<file path="src/rtl/irq_pkg.sv">
package irq_pkg;
  localparam int NSRC = 7;
  localparam int NEXT = 4;
  localparam int IDXW = $clog2(NSRC);
  typedef logic [IDXW-1:0] src_idx_t;

  // vector = 03h + 8*slot; slot 5 is skipped between serial and external 2
  function automatic logic [7:0] vec_of(src_idx_t idx);
    logic [7:0] slot;
    slot = 8'(idx);
    if (idx >= src_idx_t'(5)) slot = slot + 8'd1;
    return 8'h03 + (slot << 3);
  endfunction

  // source index of external line k
  function automatic src_idx_t ext_src(int k);
    case (k)
      0:       return src_idx_t'(0);
      1:       return src_idx_t'(2);
      2:       return src_idx_t'(5);
      default: return src_idx_t'(6);
    endcase
  endfunction
endpackage

</file>
<file path="src/rtl/irq_sync_edge.sv">
module irq_sync_edge #(
  parameter int STAGES = 2
) (
  input  logic clk,
  input  logic rst_n,
  input  logic line_n,
  output logic active,
  output logic fall
);
  logic [STAGES:0] sh_q, sh_d;

  always_comb sh_d = {sh_q[STAGES-1:0], line_n};

  always_ff @(posedge clk or negedge rst_n) begin
    if (!rst_n) sh_q <= '1;
    else        sh_q <= sh_d;
  end

  assign active = ~sh_q[STAGES-1];
  assign fall   = sh_q[STAGES] & ~sh_q[STAGES-1];
endmodule

</file>
<file path="src/rtl/irq_pick.sv">
module irq_pick
  import irq_pkg::*;
#(
  parameter int N = NSRC
) (
  input  logic [N-1:0] req_hi,
  input  logic [N-1:0] req_lo,
  output logic         valid,
  output src_idx_t     idx,
  output logic         lvl
);
  src_idx_t idx_hi, idx_lo;

  always_comb begin
    idx_hi = '0;
    idx_lo = '0;
    for (int i = N - 1; i >= 0; i--) begin
      if (req_hi[i]) idx_hi = src_idx_t'(i);
      if (req_lo[i]) idx_lo = src_idx_t'(i);
    end
    valid = |req_hi | |req_lo;
    lvl   = |req_hi;
    idx   = lvl ? idx_hi : idx_lo;
  end
endmodule

</file>
<file path="src/rtl/irq_arbiter7.sv">
module irq_arbiter7
  import irq_pkg::*;
#(
  parameter int SYNC_STAGES = 2
) (
  input  logic       clk,
  input  logic       rst_n,
  input  logic [3:0] ext_n_i,
  input  logic [1:0] trig_edge_i,
  input  logic [2:0] periph_req_i,
  input  logic [4:0] en_i,
  input  logic [4:0] pri_i,
  input  logic       xcon_we_i,
  input  logic [7:0] xcon_wdata_i,
  input  logic       ack_i,
  input  logic       reti_i,
  output logic       irq_o,
  output logic [7:0] vec_o,
  output logic       lvl_o
);
  logic [NEXT-1:0] act, fall;
  logic [NEXT-1:0] flag_q, flag_d;
  logic [1:0]      xc_it_q, xc_en_q, xc_pri_q;
  logic [1:0]      xc_it_d, xc_en_d, xc_pri_d;
  logic            ins_hi_q, ins_lo_q, ins_hi_d, ins_lo_d;
  logic [NSRC-1:0] req, pri, req_hi, req_lo;
  logic [NEXT-1:0] edge_mode, sw_we, sw_val;
  logic            win_valid, win_lvl, take;
  src_idx_t        win_idx;

  for (genvar k = 0; k < NEXT; k++) begin : g_sync
    irq_sync_edge #(.STAGES(SYNC_STAGES)) u_sync (
      .clk    (clk),
      .rst_n  (rst_n),
      .line_n (ext_n_i[k]),
      .active (act[k]),
      .fall   (fall[k])
    );
  end

  assign req = {flag_q[3] & xc_en_q[1], flag_q[2] & xc_en_q[0],
                periph_req_i[2] & en_i[4], periph_req_i[1] & en_i[3],
                flag_q[1] & en_i[2], periph_req_i[0] & en_i[1],
                flag_q[0] & en_i[0]};
  assign pri    = {xc_pri_q, pri_i};
  assign req_hi = req & pri & {NSRC{~ins_hi_q}};
  assign req_lo = req & ~pri & {NSRC{~ins_hi_q & ~ins_lo_q}};

  irq_pick #(.N(NSRC)) u_pick (
    .req_hi (req_hi),
    .req_lo (req_lo),
    .valid  (win_valid),
    .idx    (win_idx),
    .lvl    (win_lvl)
  );

  assign irq_o = win_valid;
  assign vec_o = vec_of(win_idx);
  assign lvl_o = win_lvl;
  assign take  = ack_i & win_valid;

  assign edge_mode = {xc_it_q, trig_edge_i};
  assign sw_we     = {{2{xcon_we_i}}, 2'b00};
  assign sw_val    = {xcon_wdata_i[5], xcon_wdata_i[1], 2'b00};

  always_comb begin
    for (int k = 0; k < NEXT; k++) begin
      flag_d[k] = flag_q[k];
      if (edge_mode[k]) begin
        if (take && win_idx == ext_src(k)) flag_d[k] = 1'b0;
        if (sw_we[k])                      flag_d[k] = sw_val[k];
        if (fall[k])                       flag_d[k] = 1'b1;
      end else begin
        flag_d[k] = act[k];
      end
    end
  end

  always_comb begin
    ins_hi_d = ins_hi_q;
    ins_lo_d = ins_lo_q;
    if (reti_i) begin
      if (ins_hi_q) ins_hi_d = 1'b0;
      else          ins_lo_d = 1'b0;
    end
    if (take) begin
      if (win_lvl) ins_hi_d = 1'b1;
      else         ins_lo_d = 1'b1;
    end
  end

  always_comb begin
    xc_it_d  = {xcon_wdata_i[4], xcon_wdata_i[0]};
    xc_en_d  = {xcon_wdata_i[6], xcon_wdata_i[2]};
    xc_pri_d = {xcon_wdata_i[7], xcon_wdata_i[3]};
  end

  always_ff @(posedge clk or negedge rst_n) begin
    if (!rst_n) begin
      flag_q   <= '0;
      ins_hi_q <= 1'b0;
      ins_lo_q <= 1'b0;
    end else begin
      flag_q   <= flag_d;
      ins_hi_q <= ins_hi_d;
      ins_lo_q <= ins_lo_d;
    end
  end

  always_ff @(posedge clk or negedge rst_n) begin
    if (!rst_n) begin
      xc_it_q  <= '0;
      xc_en_q  <= '0;
      xc_pri_q <= '0;
    end else if (xcon_we_i) begin
      xc_it_q  <= xc_it_d;
      xc_en_q  <= xc_en_d;
      xc_pri_q <= xc_pri_d;
    end
  end
endmodule

</file>
<file path="config.mk">
export PLATFORM = sky130hd
export DESIGN_NAME = irq_arbiter7
export DESIGN_NICKNAME = d
export VERILOG_FILES = /design/src/rtl/irq_pkg.sv /design/src/rtl/irq_sync_edge.sv /design/src/rtl/irq_pick.sv /design/src/rtl/irq_arbiter7.sv
export SDC_FILE = /design/constraint.sdc
export NUM_CORES = 1
export LEC_CHECK = 0
export ABC_AREA = 1
export ABC_CLOCK_PERIOD_IN_PS = 3950
export BUFFER_PORTS_ARGS = -buffer_cell sky130_fd_sc_hd__buf_2
export CAP_MARGIN = 20
export CORE_MARGIN = 5
export CORE_UTILIZATION = 55
export CTS_CLUSTER_DIAMETER = 40
export DETAILED_ROUTE_END_ITERATION = 8
export PLACE_DENSITY = 0.82
export SYNTH_ARGS = -nofsm -noshare
export SYNTH_HDL_FRONTEND = slang
export SYNTH_SLANG_ARGS = --single-unit
export TNS_END_PERCENT = 1
</file>
<file path="constraint.sdc">
create_clock -name clk -period 3.95 [get_ports clk]
set_clock_uncertainty 0.05 [all_clocks]
set_input_delay 0.79 -clock clk [delete_from_list [all_inputs] [get_ports clk]]
set_output_delay 0.79 -clock clk [all_outputs]
set_load 0.02 [all_outputs]
</file>
==> run_results.csv, run 1 <==
group,metric,value,unit
synthesis,synth_compound_area_share,6.57,%
critical_path,critical_path.max_stage_delay,0.51,ns
clock_network,numCtsBuffers,3,
clock_network,number_of_sinks_handled_by_clock_tree_synthesis,24,
critical_path,setup.worst_path.end_class,"output port",
timing,hold_viol,0,
critical_path,cp-start-kind,"register",
synthesis,dominantRegCellSynth,"sky130_fd_sc_hd__dfstp_2",
critical_path,rrSetupSlack,1.89,ns
global_routing,grt_antenna_before_repair,0,
clock_network,clk_root_buffer_cell,"sky130_fd_sc_hd__clkbuf_4",
clock_network,holdBufCountCts,0,
die,fp.dieArea,0.00380,mm^2
clock_network,latest_clock_arrival_within_the_worst_skew_pair,0.31,ns
place,place_inst,276,
die,ioPinCount,42,
hold_path,min_from,"g_sync[1].u_sync.sh_q[0]",
critical_path,crit_chain,"nor2_4 > inv_1 > nor2_1 > nand3_1 > nand2_1 > nand2_1 > nand2_1 > nand2_2 > ha_1 > inv_1 > nor2_1 > o21ai_0 > inv_1 > buf_2",
global_routing,grt_pass1_vias,1167,
cells_and_area,drive_above_1_share,26.4,%
synthesis,yosys-top-cells-area,"sky130_fd_sc_hd__dfstp_2 (22%), sky130_fd_sc_hd__dfrtp_1 (20%), sky130_fd_sc_hd__nand2_1 (19%), sky130_fd_sc_hd__inv_1 (8.2%), sky130_fd_sc_hd__nand3_1 (6.5%)",
critical_path,critPathRequiredTime,3.11,ns
critical_path,path_buf_inv,4,
synthesis,synth_enable_flop_cells,0,
critical_path,worst_r2r_startpoint,"ins_hi_q",
flow_run,cap_viol_max_count,0,
synthesis,synth_top_area_cell,"sky130_fd_sc_hd__dfstp_2",
route,post-route-drc-count,0,
synthesis,yosys.area_share.adder,2.56,%
hold_path,hold_depth,0,
cells_and_area,num-nets-final,286,
route,postRouteAntennaNets,0,
clock_network,cts.reportedPaths.clkPinSlew,0.11,ns
synthesis,ys_seq_area_share,42.0,%
route,drt_pass1_iterations,4,
hold_path,worst_hold_end,"g_sync[1].u_sync.sh_q[1]",
clock_network,tritoncts,"yes",
critical_path,timing.reg2reg.worst_path_depth,14,
die,core,0.00252,mm^2
cells_and_area,area_growth,15.3,%
power_and_ir_drop,vdd_ir_drop_max,0.000397,V
synthesis,postSynthAreaPerCell,6.88,um^2
synthesis,synth_top_family_by_area,"simple AND/OR/NAND/NOR gates",
route,final_routed_wirelength_across_all_metal_layers,2790,um
synthesis,post_synth_and_or_nand_nor_area_fraction,37.1,%
synthesis,synth.yosys.warnings,0,
critical_path,critical_path_peak_fanout,8,
synthesis,post_synth_xor_area_fraction,0,%
critical_path,timing.setup.critical_path_class,"reg2out",
die,die_x,61.6,um
timing,setup_viol_count_final,0,
synthesis,ys_async_sr_fraction,100,%
run_status,outcome,"complete, no violations",
power_and_ir_drop,leakagePower,0.000998,uW
route,drt_wl_cell,9.98,um
global_routing,grt_pass1_wl,4600,um
place,place.port_buffers,36,
clock_network,cts.repair.resized,0,
place,hpwl,2240,um
critical_path,path_delay_family,"simple AND/OR/NAND/NOR gates",
clock_network,setup_fix_buffers_added_after_clock_tree_synthesis,0,
global_routing,grt_residual_overflow,0,
cells_and_area,stdcell_count,280,
route,drtIter0Drc,79,
hold_path,hold_path.class,"reg2reg",
synthesis,synth_largest_type_area_fraction,21.5,%
synthesis,cell_area_after_synthesis,0.00147,mm^2
die,rows,18,
die,height_of_the_die,61.6,um
timing,max_freq,311,MHz
timing,drv_slew,0,
timing,post_route_setup_tns,0,ns
synthesis,synth_cell_types,22,
synthesis,ys_ff_latch,24,
route,num_vias,1339,
place,globalplace.congestion,0.928,
cells_and_area,antenna-diode-count,0,
die,start_util,58.1,%
clock_network,cts-root-to-sink-buffers,2,
route,via_density,4.78,
critical_path,r2r-end,"flag_q[2]",
power_and_ir_drop,total_power,659,uW
power_and_ir_drop,p_per_area,390,mW/mm^2
critical_path,critPathArrivalTime,2.38,ns
global_routing,grt_use_total,16.4,%
timing,rsz_0062_raised_after_global_routing,"no",
clock_network,clock_tree.htree_level_count,1,
global_routing,grt_max_degree,25,
critical_path,cp_slowest_cell,"sky130_fd_sc_hd__dfrtp_1",
synthesis,yosys-mux-area-fraction,0,%
timing,final.min_clock_period,3.22,ns
timing,finalCritPeriodShare,81.5,%
synthesis,postSynthCellCount,213,
==> Yosys cell counts (2+ instances only) <==
library cell / number
sky130_fd_sc_hd__a21oi_1: 4
sky130_fd_sc_hd__buf_4: 5
sky130_fd_sc_hd__conb_1: 2
sky130_fd_sc_hd__dfrtp_1: 12
sky130_fd_sc_hd__dfstp_2: 12
sky130_fd_sc_hd__ha_1: 3
sky130_fd_sc_hd__inv_1: 32
sky130_fd_sc_hd__nand2_1: 74
sky130_fd_sc_hd__nand2_2: 4
sky130_fd_sc_hd__nand3_1: 19
sky130_fd_sc_hd__nor2_1: 23
sky130_fd_sc_hd__nor2_2: 5
sky130_fd_sc_hd__nor2_4: 2
sky130_fd_sc_hd__o21ai_0: 8
==> layout make-up <==
| type | count | area [um^2] |
|---|---|---|
| multi-input combinational | 153 | 697 |
| timing repair buffer | 36 | 180 |
| inverter | 33 | 124 |
| tap | 30 | 37.5 |
| sequential | 24 | 616 |
| fill | 223 | 832 |
| clock buffer | 4 | 36.3 |
==> worst reg2reg max path: cells and delay by family (launching register included) <==
kind / cells / cell delay, ns
flops: 1 / 0.55
simple gates: 11 / 1.03
buf+inv: 2 / 0.20
fa+ha+maj: 1 / 0.15
==> routing by layer <==
| metal | global-route usage, % | share of wire [%] | vias to the layer above | routed length (um) |
|---|---|---|---|---|
| li1 | - | - | 714 | - |
| met1 | 21.2 | 45 | 561 | 1250 |
| met2 | 25.4 | 43 | 56 | 1210 |
| met3 | 2.52 | 9.3 | 8 | 259 |
| met4 | 10.6 | 2.7 | 0 | 76 |
| met5 | 0 | 0 | - | 0 |
==> flip-flops by register name, summed over array words and instances, names as in the netlist <==
signal              flops
flag_q                  4
g_sync.u_sync.sh_q     12
ins_hi_q                1
ins_lo_q                1
xc_en_q                 2
xc_it_q                 2
xc_pri_q                2
==> cells in the final DEF (no fill, tap or decap), types with 2 or more instances in the layout <==
cell                       count
sky130_fd_sc_hd__conb_1        5
sky130_fd_sc_hd__dfrtp_1      12
sky130_fd_sc_hd__clkbuf_4      3
sky130_fd_sc_hd__buf_2        36
sky130_fd_sc_hd__inv_1        32
sky130_fd_sc_hd__nor2_1       23
sky130_fd_sc_hd__a21oi_1       4
sky130_fd_sc_hd__nand2_2       4
sky130_fd_sc_hd__nand3_1      19
sky130_fd_sc_hd__ha_1          3
sky130_fd_sc_hd__nor2_2        5
sky130_fd_sc_hd__dfstp_2      12
sky130_fd_sc_hd__nor2_4        2
sky130_fd_sc_hd__nand2_1      74
sky130_fd_sc_hd__o21ai_0       8
==> worst max-delay path by stage <==
stage / from / endpoint / cells past startpoint
floorplan: pri_i[4] / vec_o[5] / 13
global placement: pri_i[4] / vec_o[3] / 17
detailed placement: pri_i[4] / vec_o[4] / 16
CTS: ins_hi_q / vec_o[4] / 14
global route: periph_req_i[2] / vec_o[4] / 16
finish: ins_hi_q / vec_o[4] / 14
==> kinds of logic after synthesis <==
| family | after synthesis |
|---|---|
| flip-flops | 24 |
| AO/OA/AOI/OAI | 17 |
| buffers and inverters | 39 |
| other | 2 |
| adder cells (fa/ha/maj) | 3 |
| AND/OR/NAND/NOR | 128 |
==> power breakdown <==
group	internal [uW]	total, uW	switching (uW)
Combinational	81.5	241	160
Sequential	273	293	20.1
Clock	56.4	124	67.6
==> stage by stage <==
stage / setup slack [ns] / hold WS, ns / cell area [um^2] / utilization (%)
6_report: 0.731 / 0.313 / 1690 / 67.0
5_1_grt: 0.486 / 0.322 / 1690 / 67.0
4_1_cts: 0.718 / 0.315 / 1690 / 67.0
3_5_place_dp: 0.743 / 0.298 / 1650 / 65.6
3_3_place_gp: 0.845 / 0.296 / 1650 / 65.6
2_1_floorplan: 0.954 / 0.295 / 1480 / -
(Power assumes the default switching activity.)
==> run 2: changes to the inputs <==
--- a/config.mk
+++ b/config.mk
@@ -6,14 +6,14 @@
 export NUM_CORES = 1
 export LEC_CHECK = 0
 export ABC_AREA = 1
-export ABC_CLOCK_PERIOD_IN_PS = 3950
+export ABC_CLOCK_PERIOD_IN_PS = 3400
 export BUFFER_PORTS_ARGS = -buffer_cell sky130_fd_sc_hd__buf_2
 export CAP_MARGIN = 20
 export CORE_MARGIN = 5
-export CORE_UTILIZATION = 55
+export CORE_UTILIZATION = 51
 export CTS_CLUSTER_DIAMETER = 40
 export DETAILED_ROUTE_END_ITERATION = 8
-export PLACE_DENSITY = 0.82
+export PLACE_DENSITY = 0.77
 export SYNTH_ARGS = -nofsm -noshare
 export SYNTH_HDL_FRONTEND = slang
 export SYNTH_SLANG_ARGS = --single-unit
==> constraint.sdc (replaced) <==
create_clock -name clk -period 3.4 [get_ports clk]
set_clock_uncertainty 0.05 [all_clocks]
set_input_delay 0.68 -clock clk [delete_from_list [all_inputs] [get_ports clk]]
set_output_delay 0.68 -clock clk [all_outputs]
set_load 0.02 [all_outputs]
==> run_results.csv, run 2 (synthesis results as in run 1) <==
group,metric,value,unit
run_status,outcome,"complete, no violations",
route,via_density,4.65,
timing,finalHoldWorstSlack,0.268,ns
critical_path,r2r-end,"flag_q[1]",
timing,finalCritPeriodShare,89.6,%
timing,setup_viol_count_final,0,
global_routing,grt_antenna_before_repair,0,
route,drt_wl_cell,10.2,um
cells_and_area,layout_commonest_cell,"sky130_fd_sc_hd__nand2_1",
clock_network,cts.reportedPaths.clkPinSlew,0.11,ns
cells_and_area,largest_register,"g_sync.u_sync.sh_q",
global_routing,grt_use_total,15.2,%
timing,hold_viol,0,
global_routing,grt_residual_overflow,0,
clock_network,clock_tree.htree_level_count,1,
die,core,0.00276,mm^2
timing,post_route_setup_tns,0,ns
place,hpwl,2360,um
die,fp.dieArea,0.00405,mm^2
global_routing,grt_pass1_vias,1256,
power_and_ir_drop,leakagePower,0.00100,uW
cells_and_area,num-nets-final,288,
critical_path,critical_path_peak_fanout,8,
route,drt_pass1_iterations,4,
critical_path,worst_r2r_startpoint,"ins_hi_q",
critical_path,setup.worst_path.end_class,"output port",
die,rows,19,
cells_and_area,fin_util,61.4,%
clock_network,cts.repair.resized,0,
clock_network,cts-root-to-sink-buffers,2,
critical_path,critPathArrivalTime,2.32,ns
cells_and_area,most_frequent_cells_in_the_layout,"sky130_fd_sc_hd__nand2_1 (74), sky130_fd_sc_hd__buf_2 (36), sky130_fd_sc_hd__inv_1 (32)",
route,postRouteAntennaNets,0,
clock_network,tritoncts,"yes",
die,ioPinCount,42,
global_routing,grt_max_degree,25,
clock_network,numCtsBuffers,3,
critical_path,timing.setup.critical_path_class,"reg2out",
critical_path,critPathRequiredTime,2.67,ns
cells_and_area,area_growth,15.4,%
route,post-route-drc-count,0,
cells_and_area,fillerInstances,288,
power_and_ir_drop,vdd_ir_drop_max,0.000403,V
timing,rsz_0062_raised_after_global_routing,"no",
place,globalplace.congestion,0.935,
cells_and_area,antenna-diode-count,0,
die,die_x,63.6,um
hold_path,hold_path.class,"in2async",
critical_path,cp-start-kind,"register",
clock_network,latest_clock_arrival_within_the_worst_skew_pair,0.30,ns
clock_network,clk_root_buffer_cell,"sky130_fd_sc_hd__clkbuf_4",
route,drtIter0Drc,86,
clock_network,number_of_sinks_handled_by_clock_tree_synthesis,24,
timing,max_freq,328,MHz
cells_and_area,biggestRegsByFlops,"g_sync.u_sync.sh_q (12), flag_q (4)",
flow_run,cap_viol_max_count,0,
critical_path,rrSetupSlack,1.33,ns
place,dpl_cell_area,0.00166,mm^2
timing,drv_slew,0,
critical_path,timing.reg2reg.worst_path_depth,12,
timing,final.min_clock_period,3.05,ns
clock_network,holdBufCountCts,0,
route,num_vias,1312,
die,height_of_the_die,63.6,um
die,start_util,53.2,%
power_and_ir_drop,p_per_area,444,mW/mm^2
cells_and_area,drive_above_1_share,26.7,%
global_routing,grt_pass1_wl,5040,um
route,final_routed_wirelength_across_all_metal_layers,2880,um
cells_and_area,largest_register_ff_count,12,
cells_and_area,post_route_cell_area,0.00169,mm^2
place,place.port_buffers,36,
[run 2: metal layers]
layer	global-route usage (%)	part of all wire, %	vias up
li1	-	-	718
met1	18.0	43	549
met2	27.5	48	41
met3	1.95	7.6	4
met4	5.45	1.0	0
met5	0	0	-
[run 2: repair_timing]
action	in CTS	in global routing
hold endpoints to repair	0	0
setup buffers	0	2
endpoints found under the setup margin	0	1
[run 2: layout make-up]
type / count / area (um^2) / area share [%]
clock buffers: 3 / 22.5 / 1.33
inverters: 33 / 124 / 7.32
multi-input cells: 153 / 697 / 41.2
flip-flops and latches: 24 / 616 / 36.4
well taps: 31 / 38.8 / 2.29
repair buffers: 38 / 195 / 11.5
[run 2: how the worst max path moves through the flow]
stage               cells after the start  startpoint  slack (ns)        to
floorplan                              13    pri_i[4]        0.62  vec_o[5]
global placement                       17    pri_i[4]        0.48  vec_o[3]
detailed placement                     16    pri_i[4]        0.43  vec_o[4]
CTS                                    14    ins_hi_q        0.29  vec_o[4]
global route                           14    ins_hi_q        0.04  vec_o[4]
finish                                 14    ins_hi_q        0.35  vec_o[4]
[run 2: stage by stage]
stage	cells	setup WS (ns)	total power, uW
final	282	0.352	752
after global routing	282	0.0445	816
after CTS	280	0.290	743
after detailed placement	277	0.425	627
after global placement	277	0.485	626
after floorplan	216	0.624	548
[run 2: report_power, final]
group | internal (uW) | leakage (uW) | total [uW] | switching, uW
Combinational | 108 | 0.000716 | 297 | 189
Sequential | 318 | 0.000270 | 340 | 22.8
Clock | 41.3 | 0.0000138 | 115 | 73.8
[run 2: critical path, stage by stage (launching register included)]
cell	delay (ns)
sky130_fd_sc_hd__dfrtp_1	0.55
sky130_fd_sc_hd__inv_2	0.15
sky130_fd_sc_hd__nand4_1	0.14
sky130_fd_sc_hd__nand2_1	0.09
sky130_fd_sc_hd__nor2_2	0.12
sky130_fd_sc_hd__nand2_2	0.10
sky130_fd_sc_hd__nor2_2	0.09
sky130_fd_sc_hd__nand2_1	0.06
sky130_fd_sc_hd__nand2_2	0.10
sky130_fd_sc_hd__ha_1	0.15
sky130_fd_sc_hd__inv_1	0.05
sky130_fd_sc_hd__nor2_1	0.12
sky130_fd_sc_hd__o21ai_0	0.10
sky130_fd_sc_hd__inv_1	0.05
sky130_fd_sc_hd__buf_2	0.15
==> run 3: changes to the inputs <==
--- a/config.mk
+++ b/config.mk
@@ -16,5 +16,6 @@
 export PLACE_DENSITY = 0.77
 export SYNTH_ARGS = -nofsm -noshare
 export SYNTH_HDL_FRONTEND = slang
+export SYNTH_HIERARCHICAL = 1
 export SYNTH_SLANG_ARGS = --single-unit
 export TNS_END_PERCENT = 1
==> run_results.csv, run 3 <==
group,metric,value,unit
critical_path,critical_path.max_stage_delay,0.44,ns
clock_network,number_of_sinks_handled_by_clock_tree_synthesis,24,
power_and_ir_drop,vdd_ir_drop_max,0.000402,V
hold_path,hold_path.class,"in2async",
die,start_util,53.1,%
timing,max_freq,311,MHz
synthesis,dominantRegCellSynth,"sky130_fd_sc_hd__dfstp_2",
global_routing,grt_residual_overflow,0,
timing,post_route_setup_tns,0,ns
cells_and_area,layout_commonest_cell,"sky130_fd_sc_hd__nand2_1",
synthesis,synth_largest_type_area_fraction,21.7,%
die,core,0.00273,mm^2
critical_path,critical_path_peak_fanout,7,
timing,drv_slew,0,
cells_and_area,num-nets-final,273,
synthesis,postSynthCellCount,198,
place,globalplace.congestion,0.979,
die,fp.dieArea,0.00402,mm^2
critical_path,cp_slowest_cell,"sky130_fd_sc_hd__dfrtp_1",
timing,finalHoldWorstSlack,0.264,ns
route,via_density,4.75,
route,drt_pass1_iterations,4,
timing,finalCritPeriodShare,94.7,%
clock_network,clk_root_buffer_cell,"sky130_fd_sc_hd__clkbuf_4",
power_and_ir_drop,p_per_area,507,mW/mm^2
critical_path,setup.worst_path.end_class,"output port",
synthesis,synth_enable_flop_cells,0,
clock_network,clock_tree.htree_level_count,1,
cells_and_area,most_frequent_cells_in_the_layout,"sky130_fd_sc_hd__nand2_1 (62), sky130_fd_sc_hd__buf_2 (37), sky130_fd_sc_hd__inv_1 (35)",
synthesis,synth_top_area_cell,"sky130_fd_sc_hd__dfstp_2",
synthesis,synth_cell_types,23,
critical_path,timing.setup.critical_path_class,"reg2out",
synthesis,dominant_cell_by_count_in_the_synthesized_netlist,"sky130_fd_sc_hd__nand2_1",
critical_path,critPathRequiredTime,2.67,ns
synthesis,cell_area_after_synthesis,0.00145,mm^2
global_routing,grt_pass1_vias,1170,
clock_network,holdBufCountCts,0,
die,die_x,63.4,um
die,ioPinCount,42,
critical_path,rrSetupSlack,1.24,ns
critical_path,path_common_cell,"sky130_fd_sc_hd__nand2_1",
global_routing,grt_pass1_wl,4610,um
synthesis,yosys-top-cells-area,"sky130_fd_sc_hd__dfstp_2 (22%), sky130_fd_sc_hd__dfrtp_1 (21%), sky130_fd_sc_hd__nand2_1 (17%), sky130_fd_sc_hd__inv_1 (9.0%), sky130_fd_sc_hd__nor2_1 (5.4%)",
synthesis,ys_seq_area_share,42.4,%
synthesis,synth.yosys.warnings,6,
global_routing,grt_use_total,13.7,%
power_and_ir_drop,leakagePower,0.000927,uW
cells_and_area,drive_above_1_share,32.2,%
route,final_routed_wirelength_across_all_metal_layers,2730,um
timing,rsz_0062_raised_after_global_routing,"no",
critical_path,cp-start-kind,"register",
clock_network,tritoncts,"yes",
timing,setup_viol_count_final,0,
clock_network,cts-root-to-sink-buffers,2,
route,num_vias,1268,
global_routing,grt_max_degree,25,
cells_and_area,biggestRegsByFlops,"g_sync.u_sync/sh_q (12), flag_q (4)",
synthesis,ys_async_sr_fraction,100,%
cells_and_area,antenna-diode-count,0,
cells_and_area,stdcell_count,267,
critical_path,critPathArrivalTime,2.49,ns
clock_network,numCtsBuffers,3,
place,place_inst,263,
cells_and_area,largest_register_ff_count,12,
critical_path,path_buf_inv,2,
critical_path,path_delay_family,"simple AND/OR/NAND/NOR gates",
clock_network,cts.reportedPaths.clkPinSlew,0.12,ns
route,postRouteAntennaNets,0,
cells_and_area,area_growth,17.4,%
timing,final.min_clock_period,3.22,ns
synthesis,synth.cells.most_frequent,"sky130_fd_sc_hd__nand2_1 (64), sky130_fd_sc_hd__inv_1 (35), sky130_fd_sc_hd__nor2_1 (21)",
synthesis,ys_ff_latch,24,
route,drtIter0Drc,34,
global_routing,grt_antenna_before_repair,0,
cells_and_area,largest_register,"g_sync.u_sync/sh_q",
route,post-route-drc-count,0,
clock_network,setup_fix_buffers_added_after_clock_tree_synthesis,0,
clock_network,latest_clock_arrival_within_the_worst_skew_pair,0.31,ns
timing,hold_viol,0,
place,place.port_buffers,37,
route,drt_wl_cell,10.2,um
critical_path,crit_chain,"or2_4 > nor3_2 > nand2_1 > nand2_1 > nand2_1 > nand2_1 > nand3_1 > nand2_2 > inv_1 > ha_1 > o21ai_0 > nor2_1 > buf_2",
run_status,outcome,"complete, no violations",
die,rows,19,
place,hpwl,2170,um
synthesis,postSynthAreaPerCell,7.34,um^2
die,height_of_the_die,63.4,um
flow_run,cap_viol_max_count,0,
run 3: changes by cell type in the layout (fill, tap and decap cells not counted), moves of 2 or more:
cell	before	now
sky130_fd_sc_hd__nor2_1	23	21
sky130_fd_sc_hd__nor3_2	0	7
sky130_fd_sc_hd__a21boi_0	0	2
sky130_fd_sc_hd__nand2_1	74	62
sky130_fd_sc_hd__nor2_2	5	7
sky130_fd_sc_hd__a21oi_1	4	1
sky130_fd_sc_hd__nand3b_1	0	2
sky130_fd_sc_hd__nand3_1	19	8
sky130_fd_sc_hd__nor3_4	0	2
sky130_fd_sc_hd__inv_1	32	35
run 3: worst register-to-register path: cells and delay by family (launching register included):
kind | cells | cell delay [ns]
adders and majority gates | 1 | 0.24
buffers and inverters | 2 | 0.20
DFF | 1 | 0.44
and+or+nand+nor | 11 | 1.14
run 3: power breakdown:
group	internal, uW	leakage [uW]	switching, uW
Clock	65.4	0.0000210	79.4
Combinational	132	0.000635	248
Sequential	321	0.000271	19.2
run 3: repair_timing:
item / 4_1_cts / 5_1_grt
resized for setup: 1 / 5
pin swaps: 0 / 1
setup endpoints to repair: 1 / 3
run 3: per-layer routing:
layer / wire length, um / up-vias / track usage [%]
met5: 0 / - / 0
met4: 17 / 0 / 3.12
met3: 162 / 2 / 3.02
met2: 1330 / 32 / 25.0
met1: 1220 / 571 / 16.1
li1: - / 663 / -
run 3: path summary, 6_finish.rpt:
check / start / end / cells past startpoint
hold / removal: rst_n / xc_en_q[1] / 1
hold reg to reg: g_sync[3].u_sync/sh_q[0] / g_sync[3].u_sync/sh_q[1] / 0
setup reg to reg: ins_hi_q / flag_q[2] / 14
min in group clk: g_sync[3].u_sync/sh_q[0] / g_sync[3].u_sync/sh_q[1] / 0
max in group asynchronous: rst_n / g_sync[0].u_sync/sh_q[1] / 1
setup / recovery: ins_hi_q / vec_o[4] / 13
run 3: logic make-up (layout without fill, tap and decap cells):
kind of cell / count (synthesis) / count (layout) / share of synthesized area, %
AO/OA/AOI/OAI: 11 / 11 / 4.31
other: 2 / 4 / 0.517
buffers and inverters: 41 / 77 / 12.2
flip-flops: 24 / 24 / 42.4
adder cells (fa/ha/maj): 4 / 4 / 3.45
AND/OR/NAND/NOR: 116 / 116 / 37.1
run 3: final cells by class:
| type | count | area, um^2 |
|---|---|---|
| sequential | 24 | 616 |
| tap | 31 | 38.8 |
| fill | 257 | 1030 |
| inverter | 35 | 131 |
| timing repair buffer | 38 | 193 |
| multi-input combinational | 135 | 691 |
| clock buffer | 4 | 36.3 |
run 3: stage by stage:
| stage | util (%) | setup slack, ns | power, uW | cell area (um^2) |
|---|---|---|---|---|
| 2_1_floorplan | - | 0.473 | 614 | 1460 |
| 4_1_cts | 61.6 | 0.0721 | 856 | 1680 |
| 5_1_grt | 62.4 | 0.00578 | 930 | 1710 |
| 3_3_place_gp | 60.2 | 0.321 | 696 | 1650 |
| 6_report | 62.4 | 0.180 | 865 | 1710 |
| 3_5_place_dp | 60.2 | 0.229 | 701 | 1650 |
